**src/rtl/dma_seq_pkg.sv**
```systemverilog
package dma_seq_pkg;

   localparam int MODE_W = 2;

   // sequencer states, one clock each
   typedef enum logic [2:0] {
      SQ_IDLE = 3'd0,
      SQ_HOLD = 3'd1,
      SQ_T1   = 3'd2,
      SQ_T2   = 3'd3,
      SQ_T3   = 3'd4,
      SQ_TW   = 3'd5,
      SQ_T4   = 3'd6
   } seq_state_e;

   typedef struct packed {
      logic mem_rd;
      logic mem_wr;
      logic io_rd;
      logic io_wr;
   } strobe_t;

   // mode bit 1 selects the two-half memory-to-memory move
   function automatic logic is_m2m(input logic [MODE_W-1:0] m);
      return m[1];
   endfunction

endpackage

```
**src/rtl/dma_seq_ready_sync.sv**
```systemverilog
module dma_seq_ready_sync #(
   parameter int STAGES = 0
) (
   input  logic clk,
   input  logic rst,
   input  logic rdy_i,
   output logic rdy_o
);

   initial begin : prm_chk
      if (STAGES < 0 || STAGES > 4)
         $error("dma_seq_ready_sync: STAGES must lie in 0..4");
   end

   generate
      if (STAGES == 0) begin : g_direct
         assign rdy_o = rdy_i;
      end else begin : g_chain
         logic [STAGES-1:0] sh_q;
         always_ff @(posedge clk) begin
            if (rst) sh_q[0] <= 1'b1;
            else     sh_q[0] <= rdy_i;
         end
         for (genvar g = 1; g < STAGES; g++) begin : g_stage
            always_ff @(posedge clk) begin
               if (rst) sh_q[g] <= 1'b1;
               else     sh_q[g] <= sh_q[g-1];
            end
         end
         assign rdy_o = sh_q[STAGES-1];
      end
   endgenerate

endmodule

```
**src/rtl/dma_seq_fsm.sv**
```systemverilog
module dma_seq_fsm
   import dma_seq_pkg::*;
#(
   parameter int WAIT_POINT = 3
) (
   input  logic              clk,
   input  logic              rst,
   input  logic              req_i,
   input  logic              ack_i,
   input  logic              rdy_i,
   input  logic [MODE_W-1:0] mode_i,
   output seq_state_e        state_o,
   output logic              half_o,
   output logic [MODE_W-1:0] mode_o
);

   initial begin : prm_chk
      if (WAIT_POINT != 2 && WAIT_POINT != 3)
         $error("dma_seq_fsm: WAIT_POINT must be 2 or 3");
   end

   seq_state_e        state_q, state_d;
   logic              half_q, half_d;
   logic [MODE_W-1:0] mode_q, mode_d;
   logic              stall_t2, stall_t3;

   generate
      if (WAIT_POINT == 2) begin : g_wait_t2
         assign stall_t2 = !rdy_i;
         assign stall_t3 = 1'b0;
      end else begin : g_wait_t3
         assign stall_t2 = 1'b0;
         assign stall_t3 = !rdy_i;
      end
   endgenerate

   always_comb begin
      state_d = state_q;
      half_d  = half_q;
      mode_d  = mode_q;
      unique case (state_q)
         SQ_IDLE: if (req_i) state_d = SQ_HOLD;
         SQ_HOLD: if (ack_i) begin
            state_d = SQ_T1;
            half_d  = 1'b0;
            mode_d  = mode_i;
         end
         SQ_T1: state_d = SQ_T2;
         SQ_T2: state_d = stall_t2 ? SQ_TW : SQ_T3;
         SQ_T3: state_d = stall_t3 ? SQ_TW : SQ_T4;
         SQ_TW: if (rdy_i) state_d = SQ_T4;
         SQ_T4: begin
            if (is_m2m(mode_q) && !half_q) begin
               state_d = SQ_T1;
               half_d  = 1'b1;
            end else if (req_i && ack_i) begin
               state_d = SQ_T1;
               half_d  = 1'b0;
               mode_d  = mode_i;
            end else if (req_i) begin
               state_d = SQ_HOLD;
            end else begin
               state_d = SQ_IDLE;
            end
         end
         default: state_d = SQ_IDLE;
      endcase
   end

   always_ff @(posedge clk) begin
      if (rst) begin
         state_q <= SQ_IDLE;
         half_q  <= 1'b0;
         mode_q  <= '0;
      end else begin
         state_q <= state_d;
         half_q  <= half_d;
         mode_q  <= mode_d;
      end
   end

   assign state_o = state_q;
   assign half_o  = half_q;
   assign mode_o  = mode_q;


   wait_hold_chk: assert property (@(posedge clk) disable iff (rst)
      (state_q == SQ_TW && !rdy_i) |=> (state_q == SQ_TW));


   hold_stay_chk: assert property (@(posedge clk) disable iff (rst)
      (state_q == SQ_HOLD && !ack_i) |=> (state_q == SQ_HOLD));


   step_chk: assert property (@(posedge clk) disable iff (rst)
      (state_q == SQ_T1) |=> (state_q == SQ_T2));


   mode_stable_chk: assert property (@(posedge clk) disable iff (rst)
      (state_q inside {SQ_T1, SQ_T2, SQ_T3, SQ_TW}) |=> $stable(mode_q));

endmodule

```
**src/rtl/dma_seq_strobe.sv**
```systemverilog
module dma_seq_strobe
   import dma_seq_pkg::*;
(
   input  seq_state_e        state_i,
   input  logic              half_i,
   input  logic [MODE_W-1:0] mode_i,
   output strobe_t           stb_o,
   output logic              hold_o,
   output logic              prog_o,
   output logic              done_o
);

   logic rd_phase, wr_phase;

   always_comb begin
      rd_phase = (state_i == SQ_T2) || (state_i == SQ_T3) || (state_i == SQ_TW);
      wr_phase = (state_i == SQ_T3) || (state_i == SQ_TW);
      stb_o    = '0;
      if (is_m2m(mode_i)) begin
         if (!half_i) stb_o.mem_rd = rd_phase;
         else         stb_o.mem_wr = wr_phase;
      end else if (mode_i[0]) begin
         stb_o.mem_rd = rd_phase;
         stb_o.io_wr  = wr_phase;
      end else begin
         stb_o.io_rd  = rd_phase;
         stb_o.mem_wr = wr_phase;
      end
      hold_o = (state_i != SQ_IDLE);
      prog_o = (state_i == SQ_IDLE) || (state_i == SQ_HOLD);
      done_o = (state_i == SQ_T4) && !(is_m2m(mode_i) && !half_i);
   end

endmodule

```
**src/rtl/dma_cycle_seq.sv**
```systemverilog
module dma_cycle_seq
   import dma_seq_pkg::*;
#(
   parameter int WAIT_POINT        = 3,
   parameter int READY_SYNC_STAGES = 0
) (
   input  logic       clk,
   input  logic       rst,
   input  logic       req_i,
   input  logic       hold_ack_i,
   input  logic       ready_i,
   input  logic [1:0] xfer_mode_i,
   output logic       hold_req_o,
   output logic       prog_ok_o,
   output logic       mem_rd_o,
   output logic       mem_wr_o,
   output logic       io_rd_o,
   output logic       io_wr_o,
   output logic       xfer_done_o
);

   logic              rdy_eff;
   seq_state_e        state;
   logic              half;
   logic [MODE_W-1:0] mode_cur;
   strobe_t           stb;
   logic              any_stb;

   dma_seq_ready_sync #(.STAGES(READY_SYNC_STAGES)) u_sync (
      .clk   (clk),
      .rst   (rst),
      .rdy_i (ready_i),
      .rdy_o (rdy_eff)
   );

   dma_seq_fsm #(.WAIT_POINT(WAIT_POINT)) u_fsm (
      .clk     (clk),
      .rst     (rst),
      .req_i   (req_i),
      .ack_i   (hold_ack_i),
      .rdy_i   (rdy_eff),
      .mode_i  (xfer_mode_i),
      .state_o (state),
      .half_o  (half),
      .mode_o  (mode_cur)
   );

   dma_seq_strobe u_stb (
      .state_i (state),
      .half_i  (half),
      .mode_i  (mode_cur),
      .stb_o   (stb),
      .hold_o  (hold_req_o),
      .prog_o  (prog_ok_o),
      .done_o  (xfer_done_o)
   );

   assign mem_rd_o = stb.mem_rd;
   assign mem_wr_o = stb.mem_wr;
   assign io_rd_o  = stb.io_rd;
   assign io_wr_o  = stb.io_wr;
   assign any_stb  = mem_rd_o | mem_wr_o | io_rd_o | io_wr_o;


   idle_stay_chk: assert property (@(posedge clk) disable iff (rst)
      (!hold_req_o && !req_i) |=> !hold_req_o);


   hold_keep_chk: assert property (@(posedge clk) disable iff (rst)
      (hold_req_o && prog_ok_o && !hold_ack_i) |=> (hold_req_o && prog_ok_o));


   strobe_owner_chk: assert property (@(posedge clk) disable iff (rst)
      any_stb |-> (hold_req_o && !prog_ok_o));


   mem_excl_chk: assert property (@(posedge clk) disable iff (rst)
      !(mem_rd_o && mem_wr_o));


   io_excl_chk: assert property (@(posedge clk) disable iff (rst)
      !(io_rd_o && io_wr_o));


   done_pulse_chk: assert property (@(posedge clk) disable iff (rst)
      xfer_done_o |=> !xfer_done_o);


   done_quiet_chk: assert property (@(posedge clk) disable iff (rst)
      xfer_done_o |-> !any_stb);

endmodule

```
**config.mk**
```make
export PLATFORM = sky130hd
export DESIGN_NAME = dma_cycle_seq
export DESIGN_NICKNAME = d
export VERILOG_FILES = /design/src/rtl/dma_seq_pkg.sv /design/src/rtl/dma_seq_ready_sync.sv /design/src/rtl/dma_seq_fsm.sv /design/src/rtl/dma_seq_strobe.sv /design/src/rtl/dma_cycle_seq.sv
export SDC_FILE = /design/constraint.sdc
export NUM_CORES = 1
export LEC_CHECK = 0
export ABC_AREA = 0
export BUFFER_PORTS_ARGS = -buffer_cell sky130_fd_sc_hd__buf_2
export CORE_AREA = 2 2 39 41
export CTS_CLUSTER_DIAMETER = 150
export CTS_CLUSTER_SIZE = 16
export DETAILED_ROUTE_END_ITERATION = 10
export DIE_AREA = 0 0 41 43
export PLACE_DENSITY = 0.6
export SKIP_LAST_GASP = 1
export SYNTH_ARGS = -nofsm -noshare
export SYNTH_HDL_FRONTEND = slang
export SYNTH_SLANG_ARGS = --single-unit
export TNS_END_PERCENT = 10
```
**constraint.sdc**
```tcl
create_clock -name clk -period 1.4 [get_ports clk]
set_input_delay 0.07 -clock clk [delete_from_list [all_inputs] [get_ports clk]]
set_output_delay 0.07 -clock clk [all_outputs]
set_load 0.05 [all_outputs]
```
Yosys cells after proc, flatten, opt, wreduce, memory -nomap -nowiden
Index checks and enable logic that the tools add are counted.
{"block": "classes", "eq_ne": 12, "n_reduce_logical": 15, "n_mux": 23}
{"op": "$pmux W3 S7", "n": 1}
{"op": "$mux W3", "n": 5}
{"op": "$mux W2", "n": 7}
{"op": "$eq A3 B3 Y1 const B", "n": 3}
{"op": "$mux W1", "n": 8}
{"op": "$ne A2 B2 Y1 const B", "n": 4}
{"op": "$eq A3 B2 Y1 const B", "n": 2}
{"op": "$reduce_and A3 Y1", "n": 2}
{"op": "$logic_or A1 B1 Y1", "n": 4}
{"op": "$pmux W2 S2", "n": 1}
{"op": "$reduce_and A4 Y1", "n": 1}
{"op": "$eq A3 B1 Y1 const B", "n": 1}
{"op": "$logic_and A1 B1 Y1", "n": 3}
{"op": "$logic_not A3 Y1", "n": 1}
{"op": "$ne A3 B1 Y1 const B", "n": 1}
{"op": "$reduce_bool A3 Y1", "n": 1}
{"op": "$logic_not A1 Y1", "n": 2}
{"op": "$ne A2 B1 Y1 const B", "n": 1}
{"op": "$pmux W1 S2", "n": 1}
{"op": "$reduce_bool A2 Y1", "n": 1}
{"block": "totals", "wordCells": 53, "inputBits": 7, "reg_bits": 6}

Longest topological paths before layout
Gate-level depths: netlist of the first run.
{"block": "logic_depth", "ltp_word": 5, "ltp_mapped": 5}

By module
Synthesis of the first run repeated with hierarchy kept, for this count alone.
{"block": "hier_totals", "hier_cells": 61, "area_unflattened_um2": 509.2}
{"module": "dma_seq_fsm", "cells_each": 47, "instances": 1, "seq_area_each_um2": 120.1, "area_each_um2": 419.2}
{"module": "dma_seq_strobe", "cells_each": 13, "instances": 1, "seq_area_each_um2": 0.0, "area_each_um2": 82.6}
{"module": "dma_seq_ready_sync", "cells_each": 1, "instances": 1, "seq_area_each_um2": 0.0, "area_each_um2": 7.5}

Worst setup path after synthesis of the first run
Ideal clock, no wire load.
{"block": "synth_path", "path_kind": "register to output", "from": "register u_fsm.state_q[2], in the netlist u_fsm.state_o[2]", "to": "output port io_wr_o", "t_required_ns": 1.330, "setup_slack_ns": -0.720, "arrival_ns": 2.050, "stages_incl_launch_ff": 3, "cell_sequence": "dfxtp_1 buf_4 nor4bb_1"}
{"block": "synth_between", "elab_chain_len": 4, "elab_cells_between_ends": 5}
{"element": "from (decl)", "line_no": "dma_seq_fsm.sv:22", "text": "seq_state_e state_q, state_d;"}
{"element": "from (signal assigned)", "line_no": "dma_seq_fsm.sv:76", "text": "state_q <= state_d;"}
{"element": "$eq A3 B3 Y1", "line_no": "dma_seq_strobe.sv:17", "text": "wr_phase = (state_i == SQ_T3) || (state_i == SQ_TW);"}
{"element": "$logic_or A1 B1 Y1 (*)", "line_no": "dma_seq_strobe.sv:17"}
{"element": "$mux W1 (*)", "line_no": "dma_seq_strobe.sv:22", "text": "end else if (mode_i[0]) begin"}
{"element": "$mux W2 (*)", "line_no": "dma_seq_strobe.sv:19", "text": "if (is_m2m(mode_i)) begin"}
{"element": "to (decl)", "line_no": "dma_cycle_seq.sv:18", "text": "output logic io_wr_o,"}
Mark *: on every way between the ends. The rest lies on a longest branch, timed or not.

Worst setup path in the final report of the first run
{"block": "layout_path", "from": "register u_fsm.state_q[0], in the netlist u_fsm.state_o[0]", "to": "output port xfer_done_o"}
{"block": "layout_between", "elab_chain_len": 2}
{"element": "$eq A3 B3 Y1", "line_no": "dma_seq_strobe.sv:31", "text": "done_o = (state_i == SQ_T4) && !(is_m2m(mode_i) && !half_i);"}
{"element": "$logic_and A1 B1 Y1", "line_no": "dma_seq_strobe.sv:31"}
{"element": "to (decl)", "line_no": "dma_cycle_seq.sv:19", "text": "output logic xfer_done_o"}
Every way passes these cells.

==> flow_metrics.env, run 1 <==
export IMPL_dp_cells=80
export IMPL_cp_end_kind="output pin"
export IMPL_synth_ff_type="dfxtp_1"
export IMPL_fin_nets=76
export IMPL_cts_tree="built"
export IMPL_crit_path_start_kind="flip-flop"
export IMPL_diodes=0
export IMPL_grt_pass1_wl_mm=1.57
export IMPL_cts_max_path_buffers=2
export IMPL_yosys_area_share_simple=0.361
export IMPL_hold_path_class="input pin to flip-flop"
export IMPL_layout_min_cycle_time_ns=1.37
export IMPL_die_width_um=41
export IMPL_skew_ns=0.00279
export IMPL_hold_viol=0
export IMPL_synth_warnings=0
export IMPL_critPathMaxFanout=6
export IMPL_top_layer="met4"
export IMPL_die_area_um2=1760
export IMPL_max_cap_violations=0
export IMPL_rsz0062_at_grt="true"
export IMPL_die_y_um=43
export IMPL_dr_wl_met3_um=81
export IMPL_clock_latency_ns=0.24
export IMPL_clock_sinks=6
export IMPL_p_per_area_nw_per_um2=1450
export IMPL_hpwl_um=749
export IMPL_yosysSeqAreaShare=0.269
export IMPL_synth_top_family_by_area="simple AND/OR/NAND/NOR gates"
export IMPL_synth_compound_area_frac=0.249
export IMPL_drt_total_wl_um=962
export IMPL_gp_congestion=0.696
export IMPL_track_usage=0.137
export IMPL_grt_max_degree=12
export IMPL_via_per_inst=5.13
export IMPL_port_buffer_count=13
export IMPL_syn_num_nets=58
export IMPL_dr_wl_met2_um=409
export IMPL_fin_hold_ws_ns=0.0824
export IMPL_io_pins=14
export IMPL_synthAdderAreaFrac=0
export IMPL_ys_async_sr_fraction=0
export IMPL_synth_edff_count=0
export IMPL_ys_types=31
export IMPL_worstPathArrival_ns=1.30
export IMPL_overflow=0
export IMPL_synthMuxAreaShare=0.0448
export IMPL_rows=14
export IMPL_finalSetupViolCount=0
export IMPL_fp_coreArea_um2=1380
export IMPL_synth_xor_xnor_area_share=0
export IMPL_post_route_cells_drive_above_1_share=0.478
export IMPL_routedWlPerCell_um=11.6
export IMPL_path_class="flip-flop to output pin"
export IMPL_antenna_found_initial=0
export IMPL_numCtsBuffers=3
export IMPL_area_growth_pct=28.9
export IMPL_slew_headroom=0.781
export IMPL_ant_nets=0
export IMPL_cts_reportedPaths_clkPinSlew_ns=0.04
export IMPL_required_ns=1.33
export IMPL_synthCells=51
export IMPL_syn_avg_cell_area_um2=8.76
export IMPL_clock_root_buffer="clkbuf_4"
export IMPL_htreeDepth=1
export IMPL_nFillCells=140
export IMPL_p_leak_nw=0.247
export IMPL_max_freq_mhz=731
export IMPL_vdd_drop_max_mv=0.599
export IMPL_tightest_slew_ns=0.324
export IMPL_syn_cell_area_um2=447
export IMPL_initial_core_util=0.323
export IMPL_fin_crit_sh=0.977
export IMPL_instances_no_fill=83
export IMPL_drtIter0Drc=8
export IMPL_drt_pass1_iterations=4
export IMPL_remaining_drc_errors=0
export IMPL_ys_ff_latch=6
export IMPL_num_vias=426
export IMPL_status="finished, final reports clean"
export IMPL_grt_pass1_vias=406
export IMPL_wl_met1_um=438
export IMPL_drv_slew=0
[path summary, 6_finish.rpt]
kind                         start              end  slack [ns]  cells after the start
hold reg to reg    u_fsm.mode_o[0]  u_fsm.mode_o[0]        0.58                      2
setup reg to reg  u_fsm.state_o[0]  u_fsm.mode_o[0]        0.13                      4
setup / recovery  u_fsm.state_o[0]      xfer_done_o        0.03                      3
hold / removal      xfer_mode_i[1]  u_fsm.mode_o[1]        0.08                      3
[per-layer routing]
metal,track usage,up-vias
met1,0.155,186
met4,0.140,0
met5,0,-
li1,-,220
met2,0.197,16
met3,0.0209,4
[logic make-up (layout without fill, tap and decap cells)]
logic type             Yosys count  after routing
AOI/OAI and AO/OA               14             14
buffers and inverters            5             21
DFF                              6              6
muxes                            2              2
and+or+nand+nor                 24             24
[layout make-up]
type	instances	area (um2)	share of cell area
clock buffer	3	22.5	0.0391
inverter	2	7.51	0.0130
multi-input combinational	40	304	0.528
sequential	6	126	0.220
tap	16	20.0	0.0348
timing repair buffer	16	95.1	0.165
[layout by cell type, fill, tap and decap left out, drive strengths merged, types with 2 or more instances in the layout]
| master | count |
|---|---|
| nor3 | 3 |
| or2b | 2 |
| inv | 2 |
| nor4bb | 2 |
| a211oi | 2 |
| clkbuf | 5 |
| a31oi | 2 |
| buf | 14 |
| nand2 | 2 |
| mux2i | 2 |
| dfxtp | 6 |
| a21oi | 3 |
| nor2 | 8 |
| o21a | 2 |
[synth_stat cells (all sizes together), types with 2 or more instances]
cell / instances / share of area
o21a: 2 / 0.036
nor3: 3 / 0.034
a211oi: 2 / 0.045
inv: 2 / 0.017
or2b: 2 / 0.036
buf: 3 / 0.059
dfxtp: 6 / 0.27
nand2: 2 / 0.017
mux2i: 2 / 0.045
a31oi: 2 / 0.028
nor4bb: 2 / 0.059
a21oi: 3 / 0.034
nor2: 8 / 0.084
[timing repair]
| item | 4_1_cts | 5_1_grt |
|---|---|---|
| buffers inserted | 0 | 0 |
| setup endpoints to repair | 4 | 4 |
| endpoints found under the hold margin | 0 | 0 |
| resized for setup | 3 | 4 |
| hold buffers | 0 | 0 |
[per-stage QoR]
stage	utilization	worst slack, ns	area (um2)	power (W)	TNS [ns]
floorplan	-	-0.395	458	0.000606	-0.663
global placement	0.390	0.0929	539	0.000676	0
detailed placement	0.390	0.0662	539	0.000678	0
CTS	0.410	-0.00913	567	0.000840	-0.00913
global route	0.416	-0.0772	576	0.000894	-0.136
finish	0.416	0.0327	576	0.000834	0
[registers in the layout, indices dropped and copies added, names as in the netlist]
| name | flops |
|---|---|
| u_fsm.mode_o | 2 |
| u_fsm.state_o | 3 |
| u_fsm.half_o | 1 |
[report_power, final]
group	switching [W]	internal (W)
logic	0.000250	0.000171
clock network	0.0000555	0.0000965
registers	0.0000559	0.000206
total	0.000361	0.000474
[worst max-delay path, stage by stage, from the launching register on]
cell and delay (ns):
dfxtp_1 0.35, and3b_4 0.34, and2_1 0.12, buf_2 0.25
No activity file was read; power rests on OpenSTA's default activity.
==> run 2, diff against run 1 <==
- ABC_AREA: 0 -> 1
- PLACE_DENSITY: 0.6 -> 0.57
==> run 2 against run 1 <==
Sequential share of layout area rose by 1.7 points. Worst setup slack improved by 0.062 ns. Synthesized cell count rose by 33%.
==> flow_metrics.env, run 2 <==
export IMPL_area_growth_pct=29.7
export IMPL_remaining_drc_errors=0
export IMPL_cts_max_path_buffers=2
export IMPL_initial_core_util=0.292
export IMPL_rows=14
export IMPL_layout_min_cycle_time_ns=1.31
export IMPL_p_leak_nw=0.265
export IMPL_synth_top_area_frac=0.297
export IMPL_synthMuxAreaShare=0
export IMPL_nFillCells=161
export IMPL_tightest_slew_ns=0.263
export IMPL_synthCells=68
export IMPL_diodes=0
export IMPL_syn_cell_area_um2=404
export IMPL_drv_slew=0
export IMPL_vdd_drop_max_mv=0.359
export IMPL_pwr_share_comb=0.359
export IMPL_synth_top_family_by_area="simple AND/OR/NAND/NOR gates"
export IMPL_largest_reg_flops=3
export IMPL_regArea_um2=124
export IMPL_die_area_um2=1760
export IMPL_post_route_util=0.379
export IMPL_synth_warnings=0
export IMPL_multiInputGateArea_um2=236
export IMPL_fin_crit_sh=0.932
export IMPL_overflow=0
export IMPL_hpwl_um=692
export IMPL_fin_hold_ws_ns=0.0508
export IMPL_p_sw_w=0.000244
export IMPL_cp_end_kind="output pin"
export IMPL_drt_total_wl_um=878
export IMPL_grt_pass1_vias=359
export IMPL_io_pins=14
export IMPL_status="finished, final reports clean"
export IMPL_cts_tree="built"
export IMPL_critPathMaxFanout=6
export IMPL_final_common_cell="nand2_1"
export IMPL_num_vias=432
export IMPL_via_per_inst=4.36
export IMPL_ant_nets=0
export IMPL_ys_async_sr_fraction=0
export IMPL_clock_latency_ns=0.25
export IMPL_fin_nets=92
export IMPL_hold_viol=0
export IMPL_dp_cells=96
export IMPL_drt_pass1_iterations=3
export IMPL_clock_sinks=6
export IMPL_die_width_um=41
export IMPL_required_ns=1.33
export IMPL_grt_max_degree=9
export IMPL_synth_ff_type="dfxtp_1"
export IMPL_htreeDepth=1
export IMPL_post_route_cells_drive_above_1_share=0.325
export IMPL_ys_ff_latch=6
export IMPL_clockPowerShare=0.283
export IMPL_final_area_um2=524
export IMPL_die_y_um=43
export IMPL_clock_root_buffer="clkbuf_4"
export IMPL_fp_coreArea_um2=1380
export IMPL_p_per_area_nw_per_um2=1130
export IMPL_hold_path_class="input pin to flip-flop"
export IMPL_syn_avg_cell_area_um2=5.94
export IMPL_p_sw_frac=0.411
export IMPL_synth_edff_count=0
export IMPL_timing_final_ws_setup_ns=0.0948
export IMPL_yosys_area_share_simple=0.474
export IMPL_cts_reportedPaths_clkPinSlew_ns=0.05
export IMPL_grt_pass1_wl_mm=1.41
export IMPL_synth_xor_xnor_area_share=0
export IMPL_synth_most_common_cell="nand2_1"
export IMPL_synthTopCellsByArea="dfxtp_1 (30%), nand2_1 (13%), inv_1 (11%), nor2_1 (10%), nand2_2 (6.2%)"
export IMPL_slew_headroom=0.824
export IMPL_synth_compound_area_frac=0.0991
export IMPL_rsz0062_at_grt="false"
export IMPL_max_freq_mhz=766
export IMPL_worstPathArrival_ns=1.24
export IMPL_path_class="flip-flop to output pin"
export IMPL_hold_buffers=0
export IMPL_ys_types=14
export IMPL_synth_top_area_cell="dfxtp_1"
export IMPL_sequentialPowerShare=0.358
export IMPL_routedWlPerCell_um=8.87
export IMPL_dpl_cell_area_um2=487
export IMPL_drtIter0Drc=5
export IMPL_antenna_found_initial=0
export IMPL_skew_ns=0.00319
export IMPL_max_cap_violations=0
export IMPL_synthAdderAreaFrac=0
export IMPL_pre_cts_ws_ns=0.174
export IMPL_numCtsBuffers=3
export IMPL_synthTopCellsByCount="nand2_1 (14), inv_1 (12), nor2_1 (11)"
export IMPL_syn_num_nets=75
export IMPL_instances_no_fill=99
export IMPL_final_cell_mix="nand2_1 (14), inv_1 (12), nor2_1 (11)"
export IMPL_yosysSeqAreaShare=0.297
export IMPL_track_usage=0.125
export IMPL_internal_power_w=0.000350
export IMPL_finalSetupViolCount=0
export IMPL_port_buffer_count=13
export IMPL_crit_path_start_kind="flip-flop"
export IMPL_gp_congestion=0.747
[run 2: cell types whose count changed in the layout (fill, tap and decap cells not counted), sizes merged, moves of 2 or more]
cell / before / now
nor2: 8 / 13
nand3: 0 / 6
inv: 2 / 12
nand2: 2 / 18
o21a: 2 / 0
o21ai: 1 / 4
a211oi: 2 / 0
or2b: 2 / 0
mux2i: 2 / 0
clkbuf: 5 / 3
a31oi: 2 / 0
nor4bb: 2 / 0
[run 2: worst paths after layout]
kind                                  startpoint                to  slack, ns  cells after the start
worst max-delay path            u_fsm.state_o[0]           io_rd_o       0.09                      5
worst max register to register  u_fsm.state_o[2]   u_fsm.mode_o[1]       0.32                      6
worst min-delay path                         rst  u_fsm.state_o[0]       0.05                      2
worst min register to register   u_fsm.mode_o[0]   u_fsm.mode_o[0]       0.51                      2
[run 2: through the flow]
step           power, W  TNS (ns)
2_1_floorplan  0.000377    -0.518
3_3_place_gp   0.000424         0
3_5_place_dp   0.000424         0
4_1_cts        0.000601         0
5_1_grt        0.000638         0
6_report       0.000594         0
[run 2: cells by family (layout without fill, tap and decap cells)]
| logic type | after synthesis | count (layout) |
|---|---|---|
| simple gates | 41 | 41 |
| buf+inv | 13 | 28 |
| compound gates | 8 | 8 |
| flops | 6 | 6 |
[run 2: power groups by stage]
stage,clock network (W),registers [W],logic (W)
finish,0.000168,0.000212,0.000213
CTS,0.000176,0.000212,0.000214
floorplan,0,0.000207,0.000170
global placement,0,0.000213,0.000211
detailed placement,0,0.000213,0.000211
global route,0.000185,0.000215,0.000239
[run 2: timing repair]
item	CTS	global route
resized for setup	5	4
setup buffers	0	0
endpoints found under the setup margin	3	2
[run 2: layout make-up]
class	instances	area share
multi-input cells	49	0.451
flip-flops and latches	6	0.236
inverters	12	0.0859
repair buffers	13	0.146
well taps	16	0.0382
clock buffers	3	0.0430
[run 2: routing by layer]
metal | track usage | vias up | routed length (um)
met5 | 0 | - | 0
met4 | 0.100 | 0 | 34
met3 | 0.0471 | 5 | 45
met2 | 0.163 | 10 | 395
met1 | 0.156 | 176 | 403
li1 | - | 241 | -
[run 2: critical path, stage by stage (launching register included)]
cell,delay (ns)
dfxtp_2,0.39
nand2_1,0.07
inv_1,0.08
o21ai_1,0.10
nor3_2,0.12
buf_4,0.22
